File: config.mk
export PLATFORM = sky130hd
export DESIGN_NAME = subword_addr_ctr
export DESIGN_NICKNAME = d
export VERILOG_FILES = /design/src/rtl/swa_pkg.sv /design/src/rtl/swa_plan.sv /design/src/rtl/swa_seq.sv /design/src/rtl/swa_out.sv /design/src/rtl/subword_addr_ctr.sv
export SDC_FILE = /design/constraint.sdc
export NUM_CORES = 1
export LEC_CHECK = 0
export BUFFER_PORTS_ARGS = -buffer_cell sky130_fd_sc_hd__buf_4
export CAP_MARGIN = 20
export CORE_AREA = 3 3 52 90
export CTS_CLUSTER_SIZE = 14
export DETAILED_ROUTE_END_ITERATION = 16
export DIE_AREA = 0 0 55 93
export HOLD_SLACK_MARGIN = 0.03
export PLACE_DENSITY_LB_ADDON = 0.3
export SKIP_CTS_REPAIR_TIMING = 1
export SLEW_MARGIN = 20
export SYNTH_ARGS = -nofsm -noshare
export SYNTH_HDL_FRONTEND = slang
export SYNTH_SLANG_ARGS = --single-unit
File: constraint.sdc
create_clock -name clk -period 5.8 [get_ports clk]
set_input_delay 0.87 -clock clk [delete_from_list [all_inputs] [get_ports clk]]
set_output_delay 0.87 -clock clk [all_outputs]
set_load 0.1 [all_outputs]
File: src/rtl/swa_pkg.sv
package swa_pkg;

  // Port width codes (3 aliases the 32-bit port)
  localparam logic [1:0] PW_8  = 2'd0;
  localparam logic [1:0] PW_16 = 2'd1;

  // Datum size codes (3 aliases the word)
  localparam logic [1:0] DS_BYTE = 2'd0;
  localparam logic [1:0] DS_HALF = 2'd1;

  // Bytes carried per datum on a port of the given width code
  function automatic int unsigned port_bytes(input logic [1:0] pw);
    case (pw)
      PW_8:    return 1;
      PW_16:   return 2;
      default: return 4;
    endcase
  endfunction

  // Bytes in a datum of the given size code
  function automatic int unsigned datum_bytes(input logic [1:0] ds);
    case (ds)
      DS_BYTE: return 1;
      DS_HALF: return 2;
      default: return 4;
    endcase
  endfunction

  // Data moved for one single transfer: size over width, at least one
  function automatic int unsigned single_count(input int unsigned db,
                                               input int unsigned pb);
    if (db > pb) return db / pb;
    return 1;
  endfunction

  // Data moved for a quad read across a line of line_b bytes
  function automatic int unsigned quad_count(input int unsigned line_b,
                                             input int unsigned pb);
    return line_b / pb;
  endfunction

  // Whether address bit b still selects bytes on a port of pb bytes
  function automatic bit bit_meaningful(input int unsigned b,
                                        input int unsigned pb);
    return (32'd1 << b) >= pb;
  endfunction

endpackage

File: src/rtl/swa_plan.sv
// Works out the first address, the number of data and the step for a
// transfer from the request inputs. Purely combinational.
module swa_plan #(
  parameter int ADDR_W = 4,
  parameter int CNT_W  = ADDR_W + 1
) (
  input  logic [ADDR_W-1:0] tgt_addr,
  input  logic [1:0]        dsize,
  input  logic [1:0]        pwidth,
  input  logic              quad,
  output logic [ADDR_W-1:0] init_addr,
  output logic [CNT_W-1:0]  init_cnt,
  output logic [ADDR_W-1:0] step
);
  import swa_pkg::*;

  localparam int unsigned LINE_BYTES = 1 << ADDR_W;

  logic [ADDR_W-1:0] keep_mask;
  logic [ADDR_W-1:0] aligned_tgt;
  int unsigned       pb;
  int unsigned       db;

  always_comb begin
    pb = port_bytes(pwidth);
    db = datum_bytes(dsize);
  end

  // Keep only the address bits that select bytes at this port width
  for (genvar b = 0; b < ADDR_W; b++) begin : g_mask
    assign keep_mask[b] = bit_meaningful(b, pb);
  end

  assign aligned_tgt = tgt_addr & keep_mask;

  always_comb begin
    step = ADDR_W'(pb);
    if (quad) begin
      init_addr = '0;
      init_cnt  = CNT_W'(quad_count(LINE_BYTES, pb));
    end else begin
      init_addr = aligned_tgt;
      init_cnt  = CNT_W'(single_count(db, pb));
    end
  end

endmodule

File: src/rtl/swa_seq.sv
// Holds the transfer state: busy flag, current address, data remaining
// and the latched step.
module swa_seq #(
  parameter int ADDR_W = 4,
  parameter int CNT_W  = ADDR_W + 1
) (
  input  logic              clk,
  input  logic              rst_n,
  input  logic              accept,
  input  logic              advance,
  input  logic [ADDR_W-1:0] init_addr,
  input  logic [CNT_W-1:0]  init_cnt,
  input  logic [ADDR_W-1:0] init_step,
  output logic              active,
  output logic [ADDR_W-1:0] cur_addr,
  output logic [CNT_W-1:0]  remaining,
  output logic [ADDR_W-1:0] step
);

  logic final_beat;

  assign final_beat = advance && (remaining == CNT_W'(1));

  always_ff @(posedge clk) begin
    if (!rst_n) begin
      active    <= 1'b0;
      cur_addr  <= '0;
      remaining <= '0;
      step      <= '0;
    end else if (accept) begin
      active    <= 1'b1;
      cur_addr  <= init_addr;
      remaining <= init_cnt;
      step      <= init_step;
    end else if (final_beat) begin
      active    <= 1'b0;
      cur_addr  <= '0;
      remaining <= '0;
    end else if (advance) begin
      cur_addr  <= cur_addr + step;
      remaining <= remaining - CNT_W'(1);
    end
  end

endmodule

File: src/rtl/swa_out.sv
// Shapes the outputs from the transfer state.
module swa_out #(
  parameter int ADDR_W = 4,
  parameter int CNT_W  = ADDR_W + 1
) (
  input  logic              active,
  input  logic              advance,
  input  logic [ADDR_W-1:0] cur_addr,
  input  logic [CNT_W-1:0]  remaining,
  output logic [ADDR_W-1:0] addr_o,
  output logic              last_o,
  output logic              done_o
);

  assign addr_o = active ? cur_addr : '0;
  assign last_o = active && (remaining == CNT_W'(1));
  assign done_o = advance && last_o;

endmodule

File: src/rtl/subword_addr_ctr.sv
module subword_addr_ctr #(
  parameter int ADDR_W = 4
) (
  input  logic              clk,
  input  logic              rst_n,
  input  logic              start_i,
  input  logic [ADDR_W-1:0] tgt_addr_i,
  input  logic [1:0]        dsize_i,
  input  logic [1:0]        pwidth_i,
  input  logic              quad_i,
  input  logic              ack_i,
  output logic [ADDR_W-1:0] addr_o,
  output logic              last_o,
  output logic              done_o
);

  localparam int CNT_W = ADDR_W + 1;

  // Named internal events, visible to the bound checker
  logic              accept_w;
  logic              advance_w;
  logic              active_w;
  logic [ADDR_W-1:0] cur_addr_w;
  logic [CNT_W-1:0]  rem_w;
  logic [ADDR_W-1:0] step_w;
  logic [ADDR_W-1:0] init_addr_w;
  logic [CNT_W-1:0]  init_cnt_w;
  logic [ADDR_W-1:0] init_step_w;

  assign accept_w  = start_i && !active_w;
  assign advance_w = ack_i && active_w;

  swa_plan #(.ADDR_W(ADDR_W), .CNT_W(CNT_W)) u_plan (
    .tgt_addr  (tgt_addr_i),
    .dsize     (dsize_i),
    .pwidth    (pwidth_i),
    .quad      (quad_i),
    .init_addr (init_addr_w),
    .init_cnt  (init_cnt_w),
    .step      (init_step_w)
  );

  swa_seq #(.ADDR_W(ADDR_W), .CNT_W(CNT_W)) u_seq (
    .clk       (clk),
    .rst_n     (rst_n),
    .accept    (accept_w),
    .advance   (advance_w),
    .init_addr (init_addr_w),
    .init_cnt  (init_cnt_w),
    .init_step (init_step_w),
    .active    (active_w),
    .cur_addr  (cur_addr_w),
    .remaining (rem_w),
    .step      (step_w)
  );

  swa_out #(.ADDR_W(ADDR_W), .CNT_W(CNT_W)) u_out (
    .active    (active_w),
    .advance   (advance_w),
    .cur_addr  (cur_addr_w),
    .remaining (rem_w),
    .addr_o    (addr_o),
    .last_o    (last_o),
    .done_o    (done_o)
  );

endmodule

# [After elaboration in Yosys (flattened, before gate mapping)]
# Index checks and enable logic that the tools add are counted.
[totals] regBits=14 in_bits=13 out_inout_bits=6 wordCells=44
[op_classes] add_sub_neg=2 n_div=2 magnitude_cmp=5 eq_ne=3 mux=17 bitwise_logic=1 reduce_logical=10
[ops] cell="$div 32x32->32" count=1
[ops] cell="$div 5x32->32 const A" count=1
[ops] cell="$mux 5" count=6
[ops] cell="$mux 4" count=5
[ops] cell="$pmux 3 s2" count=2
[ops] cell="$eq 5x1->1 const B" count=1
[ops] cell="$logic_and 1x1->1" count=5
[ops] cell="$sub 5x1->5 const B" count=1
[ops] cell="$add 4x4->4" count=1
[ops] cell="$and 4x4->4" count=1
[ops] cell="$eq 2x1->1 const B" count=2
[ops] cell="$ge 4x3->1 const A" count=1
[ops] cell="$logic_not 2->1" count=2
[ops] cell="$mux 1" count=4
[ops] cell="$ge 1x3->1 const A" count=1
[ops] cell="$ge 2x3->1 const A" count=1
[ops] cell="$ge 3x3->1 const A" count=1
[ops] cell="$gt 3x3->1" count=1
[ops] cell="$reduce_bool 3->1" count=1
[ops] cell="$reduce_bool 2->1" count=1
[ops] cell="$logic_not 1->1" count=1

# [Longest topological paths before layout]
# Gate-level depths: netlist (run 1).
[depth] word_depth=8 depth_mapped=30

# [By module]
# A second synthesis (run 1) with hierarchy kept.
[hier_totals] hier_cells=223 area_unflattened_um2=1890.6
[by_module_without_submodules] mod="swa_plan" n_inst=1 cells_per_inst=132 area_per_inst_um2=982.2 seq_area_each_um2=0.0
[by_module_without_submodules] mod="swa_seq" n_inst=1 cells_per_inst=82 area_per_inst_um2=830.8 seq_area_each_um2=280.3
[by_module_without_submodules] mod="swa_out" n_inst=1 cells_per_inst=7 area_per_inst_um2=61.3 seq_area_each_um2=0.0
[by_module_without_submodules] mod="subword_addr_ctr" n_inst=1 cells_per_inst=2 area_per_inst_um2=16.3 seq_area_each_um2=0.0

# [Worst setup path before layout (run 1)]
# No wires, ideal clock.
[synth_path] path_type="input-to-reg" start="in pwidth_i[0]" end="reg u_seq.remaining[0]" setup_ns=0.131 arrival_time_ns=5.952 t_required_ns=5.669 setup_slack_ns=-0.284 path_stages=29 path_buffers=5 path_cell_list="buf_2 -> or2_1 -> buf_6 -> ha_1 -> clkbuf_1 -> inv_1 -> ha_1 -> buf_2 -> or3b_1 -> clkbuf_1 -> nor4b_2 -> o221a_4 -> nand2_1 -> a21oi_1 -> ha_1 -> o21a_1 -> nor2_1 -> nor2_1 -> nor2_1 -> and4_1 -> mux2i_1 -> ha_1 -> a21boi_0 -> o21ai_0 -> nand4_1 -> nor3_1 -> o211ai_1 -> o21ai_0 -> o221ai_2"
[synth_between] elab_chain_cells=8 word_cells_on_any_way=12 cone_classes="2 x div; 1 x order compare; 1 x eq/ne; 7 x mux; 1 x reduce/logical"
[synth_rtl] element="from (decl)" line="subword_addr_ctr.sv:9" text="input logic [1:0] pwidth_i,"
[synth_rtl] element="$eq 2x1->1 / $logic_not 2->1 (equally long branches)" line="swa_pkg.sv:13" text="case (pw)"
[synth_rtl] element="$pmux 3 s2 (*)" line="swa_pkg.sv:13"
[synth_rtl] element="via init_step_w[2]" line="subword_addr_ctr.sv:28" text="logic [ADDR_W-1:0] init_step_w;"
[synth_rtl] element="branches (longest 4 deep; another with $div 32x32->32)"
[synth_rtl] element="$mux 5 (*)" line="swa_plan.sv:38" text="if (quad) begin"
[synth_rtl] element="$mux 5 (*)" line="swa_seq.sv:30" text="end else if (accept) begin"
[synth_rtl] element="to (signal assigned)" line="swa_seq.sv:33" text="remaining <= init_cnt;"
[synth_rtl] element="to (signal assigned)" line="swa_seq.sv:41" text="remaining <= remaining - CNT_W'(1);"
[synth_rtl] element="to (decl)" line="swa_seq.sv:16" text="output logic [CNT_W-1:0] remaining,"
# Mark *: on every way through the listed nets, which the timed path passes. The select of a mux whose other input is x is not followed.
# A chain may end at the register's enable or synchronous reset.

# [Worst setup path after layout (run 1)]
[layout_path] start="in pwidth_i[1]" end="reg u_seq.remaining[0]"
# Same word-level chain as after synthesis.

==> qor.yml, run 1 <==
status:
  outcome: "finished, final reports clean"
setup_path:
  cp_max_fo: 11
  cp-startpoint: "pwidth_i[1]"
  worst-r2r-cell-count: 8
  end_kind: "flip-flop"
  crit_buf_inv: 2
  critical_path.most_common_cell: "ha_1"
  reg2reg_to: "u_seq.remaining[0]"
  worst-r2r-setup-slack_ns: 3.50
  cpMaxStageDelayCell: "or3b_1"
  critPathTopFamily: "simple AND/OR/NAND/NOR gates"
  crit_path_start_kind: "input port"
  cp_data_arrival_time_ns: 5.65
  crit_required_ns: 5.92
  crit_path_max_incr_delay_ns: 0.42
  r2r-start: "u_seq.remaining[0]"
  path_class: "in2reg"
synthesis:
  synthFlopType: "dfxtp_1"
  synth-edff-count: 0
  synth_top_area_cell: "ha_1"
  synth.distinct_cells: 63
  yosysTopAreaCellShare: 0.1590
  yosys_warnings: 0
  syn_area_um2: 2203
  synth-async-reset-ratio: 0
  postSynthCellCount: 301
  synth.ff_latch_count: 13
  ys_seq_area_frac: 0.1181
  synthTopCellsByArea: "ha_1 16%, dfxtp_1 12%, a21oi_1 4.5%"
  syn_area_per_cell_um2: 7.320
cts:
  clk_pin_slew_ns: 0.06
  ctsLongestPathBuffers: 2
  cts_tree: "built"
  clk_latency_ns: 0.24
  root_buffer: "clkbuf_8"
  cts.sinks: 13
  htree_levels: 1
  cts_buffers: 3
grt:
  grt_pass1_wl_um: 10760
  grt_antenna_before_repair: 0
  grt_max_degree: 16
  grt_usage: 0.2844
  grt_pass1_vias: 2298
  overflow: 0
timing:
  setup_violations: 0
  slew_headroom: 0.5659
  max_freq_mhz: 180.9
  rsz0062_at_grt: "false"
  drv_slew: 0
  worst_slack_ns: 0.2723
  finalCritPeriodShare: 0.9530
  layout_min_cycle_time_ns: 5.528
  fin_skew_ns: 0.001468
  setup_tns_ns: 0
  finalHoldViolCount: 0
  worstMarginPinSlew_ns: 0.6498
  holdWs_ns: 0.4740
routing:
  detail_route.wl_per_cell_um: 18.38
  firstDrtPassIters: 4
  vias: 2422
  wirelength_um: 6838
  postRouteAntennaNets: 0
  drc: 0
  drtIter0Drc: 116
  vias_per_cell: 6.511
cells_and_area:
  fill_cells: 395
  finish.instance_area_um2: 2527
  drive_gt1_frac: 0.1765
  multiInputGateArea_um2: 1810
  finish.utilization: 0.6147
  seq_area_um2: 260.3
  layout.cells.non_filler: 372
  fin_nets: 366
  antenna_cells: 0
  syn2layout_area_growth_pct: 14.71
min_path:
  min_to: "u_seq.step[2]"
  hp-class: "reg2reg"
  min_from: "u_seq.step[2]"
  hold_depth: 2
floorplan:
  die_area_um2: 5115
  fp.dieH_um: 93
  rows: 31
  core-area_um2: 4111
  fp.dieW_um: 55
  floorplan.initialDensity: 0.5359
  num_io_pins: 19
pwr:
  vdd_drop_max_uv: 196.3
  p_total_mw: 0.5087
  p_leak_nw: 1.106
  power.density_nw_per_um2: 201.3
placed_design:
  place.gp.congestion: 1.038
  io_buffers: 18
  place_ws_ns: 0.07349
  hpwlAfterDp_um: 5483
  placed_cells: 368
  placed_area_um2: 2482
job:
  maxCapViolations: 0
==> report_power, final <==
part           internal (mW)  switching [mW]
clock network         0.0486          0.0334
registers              0.102          0.0136
logic                  0.124           0.187
==> placed cells by master, fill, tap and decap left out, types with 5 or more instances in the layout <==
master,n
a21boi_0,6
buf_4,36
o21ai_0,17
nand2_1,23
xor2_1,6
nand2b_1,5
inv_1,17
ha_1,27
nand4_1,5
nor2_1,21
nor2b_1,11
nand3_1,8
a21oi_1,19
dfxtp_1,13
o211ai_1,5
nor3_1,8
and2_1,7
==> layout make-up <==
cell class	instances	area share
Clock buffer	4	0.01782
Inverter	20	0.03168
Timing Repair Buffer	36	0.1069
Sequential cell	13	0.1030
Tap cell	49	0.02426
Multi-Input combinational cell	250	0.7163
==> kinds of logic after synthesis <==
kind of cell,synth area share
compound gates,0.3379
flops,0.1181
xor+xnor,0.03180
fa+ha+maj,0.1726
simple gates,0.2544
other cells,0.001702
buf+inv,0.07439
mux,0.009086
==> layer usage <==
layer,global-route usage,share of wire,up-vias
li1,-,-,1152
met1,0.3007,0.35,1121
met2,0.5079,0.53,107
met3,0.01914,0.046,42
met4,0.1744,0.073,0
met5,0,0,-
==> worst max-delay path by stage <==
stage,to,slack [ns],cells after the start
2_1_floorplan,u_seq.remaining[0],0.01,30
3_3_place_gp,u_seq.remaining[0],0.23,26
6_report,u_seq.remaining[0],0.27,26
3_5_place_dp,u_seq.remaining[0],0.07,26
5_1_grt,u_seq.remaining[0],0.02,25
4_1_cts,u_seq.remaining[0],0.33,26
==> cell usage after synthesis (all sizes together) (3+ instances only) <==
cell type / n
a211o: 3
a211oi: 4
a21boi: 6
a21o: 4
a21oi: 20
a221oi: 3
a31oi: 4
and2: 7
buf: 4
clkbuf: 15
dfxtp: 13
ha: 28
inv: 18
nand2: 24
nand2b: 5
nand3: 8
nand4: 5
nor2: 23
nor2b: 11
nor3: 9
o211a: 4
o211ai: 5
o21a: 3
o21ai: 18
o311ai: 4
or2: 4
xor2: 6
==> worst reg2reg max path: cells and delay by family, from the launching register on <==
| kind | cells | cell delay (ns) |
|---|---|---|
| and+or+nand+nor | 3 | 0.59 |
| adders and majority gates | 1 | 0.18 |
| AOI/OAI and AO/OA | 4 | 1.00 |
| DFF | 1 | 0.41 |
==> registers in the layout, summed over array words and instances, names as in the netlist <==
register,cells
u_seq.remaining,5
u_seq.cur_addr,4
u_seq.step,3
u_seq.active,1
(Power assumes the default switching activity.)
==> inputs of run 2 (changes only) <==
--- a/config.mk
+++ b/config.mk
@@ -8,9 +8,10 @@
 export BUFFER_PORTS_ARGS = -buffer_cell sky130_fd_sc_hd__buf_4
 export CAP_MARGIN = 20
 export CORE_AREA = 3 3 52 90
-export CTS_CLUSTER_SIZE = 14
+export CTS_CLUSTER_SIZE = 20
 export DETAILED_ROUTE_END_ITERATION = 16
 export DIE_AREA = 0 0 55 93
+export GPL_TIMING_DRIVEN = 0
 export HOLD_SLACK_MARGIN = 0.03
 export PLACE_DENSITY_LB_ADDON = 0.3
 export SKIP_CTS_REPAIR_TIMING = 1
==> run 2 against run 1 <==
  * Total power grew 6.7%
  * Register-to-register slack lost 0.06 ns
  * Routed wire length grew 1.3%
  * Via count grew 3.2%
  * Clock power grew 1%
  * Critical endpoint unchanged
  * Critical path type unchanged
==> qor.yml, run 2 (same netlist as run 1, synthesis figures left out) <==
routing:
  detail_route.wl_per_cell_um: 17.59  # -4.3%
  drc: 0  # unchanged
  postRouteAntennaNets: 0  # unchanged
  vias: 2500  # +3.2%
  firstDrtPassIters: 4  # unchanged
  drtIter0Drc: 106  # -8.6%
  wirelength_um: 6929  # +1.3%
  vias_per_cell: 6.345  # -2.5%
floorplan:
  floorplan.initialDensity: 0.5359  # unchanged
  fp.dieH_um: 93  # unchanged
  fp.dieW_um: 55  # unchanged
  num_io_pins: 19  # unchanged
  die_area_um2: 5115  # unchanged
  core-area_um2: 4111  # unchanged
  rows: 31  # unchanged
pwr:
  power.density_nw_per_um2: 193.9  # -3.7%
  p_leak_nw: 1.213  # +9.7%
  vdd_drop_max_uv: 175.5  # -11%
cells_and_area:
  fill_cells: 345  # -13%
  final_cell_mix: "39 x buf_4, 25 x ha_1, 23 x nand2_1, 18 x nor2_1, 18 x a21oi_1"
  finish.utilization: 0.6811  # +0.06634
  finish.instance_area_um2: 2800  # +11%
  layout_commonest_cell: "buf_4"
  fin_nets: 388  # +6.0%
  top_regs: "u_seq.remaining: 5 flops, u_seq.cur_addr: 4 flops, u_seq.step: 3 flops"
  syn2layout_area_growth_pct: 27.09
  drive_gt1_frac: 0.2348  # +0.05831
  largest-register: "u_seq.remaining"
  largest_reg_flops: 5  # unchanged
  antenna_cells: 0  # unchanged
timing:
  max_freq_mhz: 176.5  # -2.4%
  layout_min_cycle_time_ns: 5.666  # +0.1388 ns
  fin_skew_ns: 0.001863  # +0.0003944 ns
  finalHoldViolCount: 0  # unchanged
  finalCritPeriodShare: 0.9770  # +0.02394
  slew_headroom: 0.4627  # -0.1032
  drv_slew: 0  # unchanged
  setup_violations: 0  # unchanged
  worstMarginPinSlew_ns: 0.8059  # +0.1561 ns
  rsz0062_at_grt: "true"
cts:
  ctsLongestPathBuffers: 2  # unchanged
  cts_buffers: 3  # unchanged
  cts.sinks: 13  # unchanged
  root_buffer: "clkbuf_8"
  cts_tree: "built"
  htree_levels: 1  # unchanged
  clk_pin_slew_ns: 0.06  # about the same
  clk_latency_ns: 0.25  # about the same
placed_design:
  placed_area_um2: 2445  # -1.5%
  place.gp.congestion: 0.9807  # -5.5%
  hpwlAfterDp_um: 5132  # -6.4%
  io_buffers: 17  # -1
setup_path:
  crit_path_start_kind: "input port"
  cp_data_arrival_time_ns: 5.79  # +0.14 ns
  end_kind: "flip-flop"
  crit_required_ns: 5.92  # about the same
  cp_max_fo: 7  # -4
  worst-r2r-setup-slack_ns: 3.44  # -0.06 ns
  path_class: "in2reg"
  cpMaxStageDelayCell: "or3b_4"
  crit_path_max_incr_delay_ns: 0.37  # -0.05 ns
min_path:
  hp-class: "reg2reg"
job:
  maxCapViolations: 0  # unchanged
grt:
  grt_antenna_before_repair: 0  # unchanged
  grt_pass1_vias: 2245  # -2.3%
  grt_usage: 0.2675  # -0.01694
  grt_max_degree: 15  # -1
  grt_pass1_wl_um: 10270  # -4.5%
  overflow: 0  # unchanged
status:
  outcome: "finished, final reports clean"
## run 2: cell types whose count changed in the layout (fill, tap and decap cells not counted), sizes merged
cell      previous run  this run
inv                 18        17
clkbuf               4        17
buf                 36        45
clkinvlp             0         1
## run 2: per-layer routing
| layer | up-vias | share of wire | global-route usage |
|---|---|---|---|
| li1 | 1195 | - | - |
| met1 | 1188 | 0.37 | 0.2775 |
| met2 | 93 | 0.55 | 0.5069 |
| met3 | 24 | 0.044 | 0.01116 |
| met4 | 0 | 0.036 | 0.1237 |
| met5 | - | 0 | 0 |
## run 2: final timing paths
path / cells after the start / to / from
setup / recovery: 31 / u_seq.remaining[0] / pwidth_i[1]
setup reg to reg: 8 / u_seq.remaining[0] / u_seq.active
hold / removal: 2 / u_seq.step[0] / u_seq.step[0]
hold reg to reg: 2 / u_seq.step[0] / u_seq.step[0]
## run 2: stage by stage
stage	setup TNS [ns]	instances	power, mW	setup slack (ns)	hold WS [ns]
5_1_grt	-0.1581	394	0.5786	-0.1581	0.4929
4_1_cts	-0.7692	372	0.4951	-0.7692	0.4722
3_3_place_gp	-0.9679	368	0.4062	-0.9679	0.4558
3_5_place_dp	-1.013	368	0.4108	-1.013	0.4647
6_report	0	394	0.5429	0.1335	0.4703
2_1_floorplan	0	302	0.3435	0.01402	0.4472
## run 2: where the power goes
part | internal (mW) | switching (mW)
registers | 0.102 | 0.0118
logic | 0.145 | 0.201
clock network | 0.0487 | 0.0346
total | 0.296 | 0.247
## run 2: final cells by class
| cell class | count | area (um2) | share of cell area |
|---|---|---|---|
| flip-flops and latches | 13 | 260.3 | 0.09294 |
| plain buffers | 19 | 133.9 | 0.04781 |
| inverters | 20 | 91.34 | 0.03262 |
| well taps | 49 | 61.31 | 0.02189 |
| multi-input cells | 250 | 1912 | 0.6828 |
| clock buffers | 4 | 45.04 | 0.01609 |
| repair buffers | 39 | 296.5 | 0.1059 |
## run 2: critical path, delay by kind of cell
kind                       cells  cell delay (ns)
adders and majority gates      4             0.80
buffers and inverters          7             0.77
and+or+nand+nor               11             2.02
muxes                          1             0.20
AOI/OAI and AO/OA              8             1.11
==> inputs of run 3 (changes only) <==
--- a/config.mk
+++ b/config.mk
@@ -7,10 +7,10 @@
 export LEC_CHECK = 0
 export BUFFER_PORTS_ARGS = -buffer_cell sky130_fd_sc_hd__buf_4
 export CAP_MARGIN = 20
-export CORE_AREA = 3 3 52 90
+export CORE_AREA = 3 3 50 86
 export CTS_CLUSTER_SIZE = 20
 export DETAILED_ROUTE_END_ITERATION = 16
-export DIE_AREA = 0 0 55 93
+export DIE_AREA = 0 0 53 89
 export GPL_TIMING_DRIVEN = 0
 export HOLD_SLACK_MARGIN = 0.03
 export PLACE_DENSITY_LB_ADDON = 0.3
==> constraint.sdc (replaced) <==
create_clock -name clk -period 6.2 [get_ports clk]
set_input_delay 0.93 -clock clk [delete_from_list [all_inputs] [get_ports clk]]
set_output_delay 0.93 -clock clk [all_outputs]
set_load 0.1 [all_outputs]
==> run 3 against run 2 <==
  * Clock-buffer cell count is the same
  * Sequential power down 7%
  * Worst setup slack improved by 0.14 ns
  * Via count decreased by 0.92%
  * Design area decreased by 6.3%
  * Clock skew is 0.0012 ns lower
  * Sequential share of layout area grew 0.63 points
  * Utilization increased by 3.5 points
  * Critical path type unchanged
  * Worst hold slack got worse by 0.0031 ns
  * Flip-flop and latch count is the same
  * Global-route usage increased by 2.2 points
==> qor.yml, run 3 (same netlist as run 1, synthesis figures left out) <==
timing:
  worst_slack_ns: 0.2754  # +0.1418 ns
  drv_slew: 0  # unchanged
  finalCritPeriodShare: 0.9556
  slew_headroom: 0.4593  # -0.003388
  max_freq_mhz: 168.8
  layout_min_cycle_time_ns: 5.925
  finalHoldViolCount: 0  # unchanged
  fin_skew_ns: 0.0006199  # -0.001243 ns
  worstMarginPinSlew_ns: 0.8110  # +0.005081 ns
  setup_violations: 0  # unchanged
routing:
  detail_route.wl_per_cell_um: 17.50  # -0.50%
  wirelength_um: 6632  # -4.3%
  drtIter0Drc: 140  # +32%
  firstDrtPassIters: 4  # unchanged
  drc: 0  # unchanged
  vias: 2477  # -0.92%
  postRouteAntennaNets: 0  # unchanged
  vias_per_cell: 6.536  # +3.0%
placed_design:
  place_ws_ns: -0.9730  # +0.03958 ns
  io_buffers: 17  # unchanged
  place.gp.congestion: 0.9181  # -6.4%
  hpwlAfterDp_um: 4883  # -4.8%
status:
  outcome: "finished, final reports clean"
pwr:
  p_sw_mw: 0.2241  # -9.3%
  p_leak_nw: 1.132  # -6.7%
  internal_power_mw: 0.2642  # -11%
  power.share.switching: 0.4589  # +0.003702
  vdd_drop_max_uv: 146.7  # -16%
  clkPwrFrac: 0.156  # +0.003
  p_total_mw: 0.4883  # -10%
  p_seq_frac: 0.217  # +0.008
  power.density_nw_per_um2: 186.2  # -4.0%
  comb_power_share: 0.627  # -0.010
cells_and_area:
  drive_gt1_frac: 0.1922  # -0.04259
  largest-register: "u_seq.remaining"
  fin_nets: 376  # -3.1%
  layout_commonest_cell: "buf_4"
  final_cell_mix: "29 x buf_4, 27 x ha_1, 23 x nand2_1, 19 x nor2_1, 19 x a21oi_1"
  top_regs: "u_seq.remaining: 5 flops, u_seq.cur_addr: 4 flops, u_seq.step: 3 flops"
  syn2layout_area_growth_pct: 19.02
  largest_reg_flops: 5  # unchanged
  antenna_cells: 0  # unchanged
floorplan:
  die_area_um2: 4717  # -7.8%
  num_io_pins: 19  # unchanged
  fp.dieH_um: 89  # -4.3%
  fp.dieW_um: 53  # -3.6%
  core-area_um2: 3665  # -11%
  rows: 29  # -6.5%
  floorplan.initialDensity: 0.6012  # +0.06532
cts:
  ctsLongestPathBuffers: 2  # unchanged
  root_buffer: "clkbuf_8"
  cts_buffers: 3  # unchanged
  htree_levels: 1  # unchanged
  clk_pin_slew_ns: 0.05  # about the same
  cts.sinks: 13  # unchanged
  clk_latency_ns: 0.24  # about the same
  cts_tree: "built"
setup_path:
  end_kind: "flip-flop"
  cp_data_arrival_time_ns: 6.04  # +0.25 ns
  crit_required_ns: 6.32  # +0.40 ns
  path_class: "in2reg"
  critical_path_depth: 29  # -6.5%
  critPathTopFamily: "simple AND/OR/NAND/NOR gates"
  worst-r2r-cell-count: 8  # unchanged
  cp_max_fo: 10  # +3
  crit_buf_inv: 5  # -2
  crit_path_start_kind: "input port"
  cpMaxStageDelayCell: "or3b_4"
  crit_path_max_incr_delay_ns: 0.42  # +0.05 ns
grt:
  grt_pass1_wl_um: 10270  # unchanged
  overflow: 0  # unchanged
  grt_antenna_before_repair: 0  # unchanged
  grt_pass1_vias: 2325  # +3.6%
  grt_usage: 0.2890  # +0.02152
  grt_max_degree: 15  # unchanged
min_path:
  hold_depth: 2  # unchanged
  hp-class: "reg2reg"
job:
  maxCapViolations: 0  # unchanged
[run 3: changes by cell type in the layout (fill, tap and decap cells not counted), sizes merged]
| cell | delta |
|---|---|
| buf | -11 |
| clkbuf | -1 |
| clkinv | -1 |
| clkinvlp | +1 |
[run 3: worst paths after layout]
| check | startpoint | end | slack [ns] |
|---|---|---|---|
| setup / recovery | pwidth_i[1] | u_seq.remaining[0] | 0.28 |
| hold / removal | u_seq.step[0] | u_seq.step[0] | 0.47 |
| setup reg to reg | u_seq.active | u_seq.remaining[0] | 3.89 |
| hold reg to reg | u_seq.step[0] | u_seq.step[0] | 0.47 |
[run 3: layer usage]
metal | vias to the layer above | global-route usage | wire length (um)
li1 | 1177 | - | -
met1 | 1125 | 0.2811 | 2383
met2 | 132 | 0.5588 | 3425
met3 | 43 | 0.02504 | 403
met4 | 0 | 0.1767 | 420
met5 | - | 0 | 0
[run 3: worst min-delay path, stage by stage, from the launching register on]
cell	delay (ns)
dfxtp_1	0.31
nand2_1	0.05
a21boi_0	0.06
[run 3: final cells by class]
type                    instances  area [um2]
well taps                      46       57.56
fillers                       325        1042
multi-input cells             250        1862
flip-flops and latches         13       260.3
repair buffers                 29       217.7
inverters                      20       82.58
plain buffers                  17       97.59
clock buffers                   4       45.04
[run 3: through the flow]
step                      cells  hold WS, ns  area, um2  TNS [ns]    util
after floorplan             302       0.4472       2207         0       -
after global placement      365       0.4532       2392   -0.9050  0.6528
after detailed placement    365       0.4617       2392   -0.9730  0.6528
after CTS                   369       0.4693       2437   -0.7168  0.6651
after global routing        379       0.5181       2623  -0.05006  0.7156
final                       379       0.4673       2623         0  0.7156
[run 3: power groups by stage]
stage                     clock, mW  combinational (mW)  sequential, mW
after CTS                    0.0772               0.270           0.106
final                        0.0760               0.306           0.106
after global placement            0               0.263           0.107
after global routing         0.0828               0.336           0.108
after detailed placement          0               0.268           0.108
after floorplan                   0               0.210           0.105
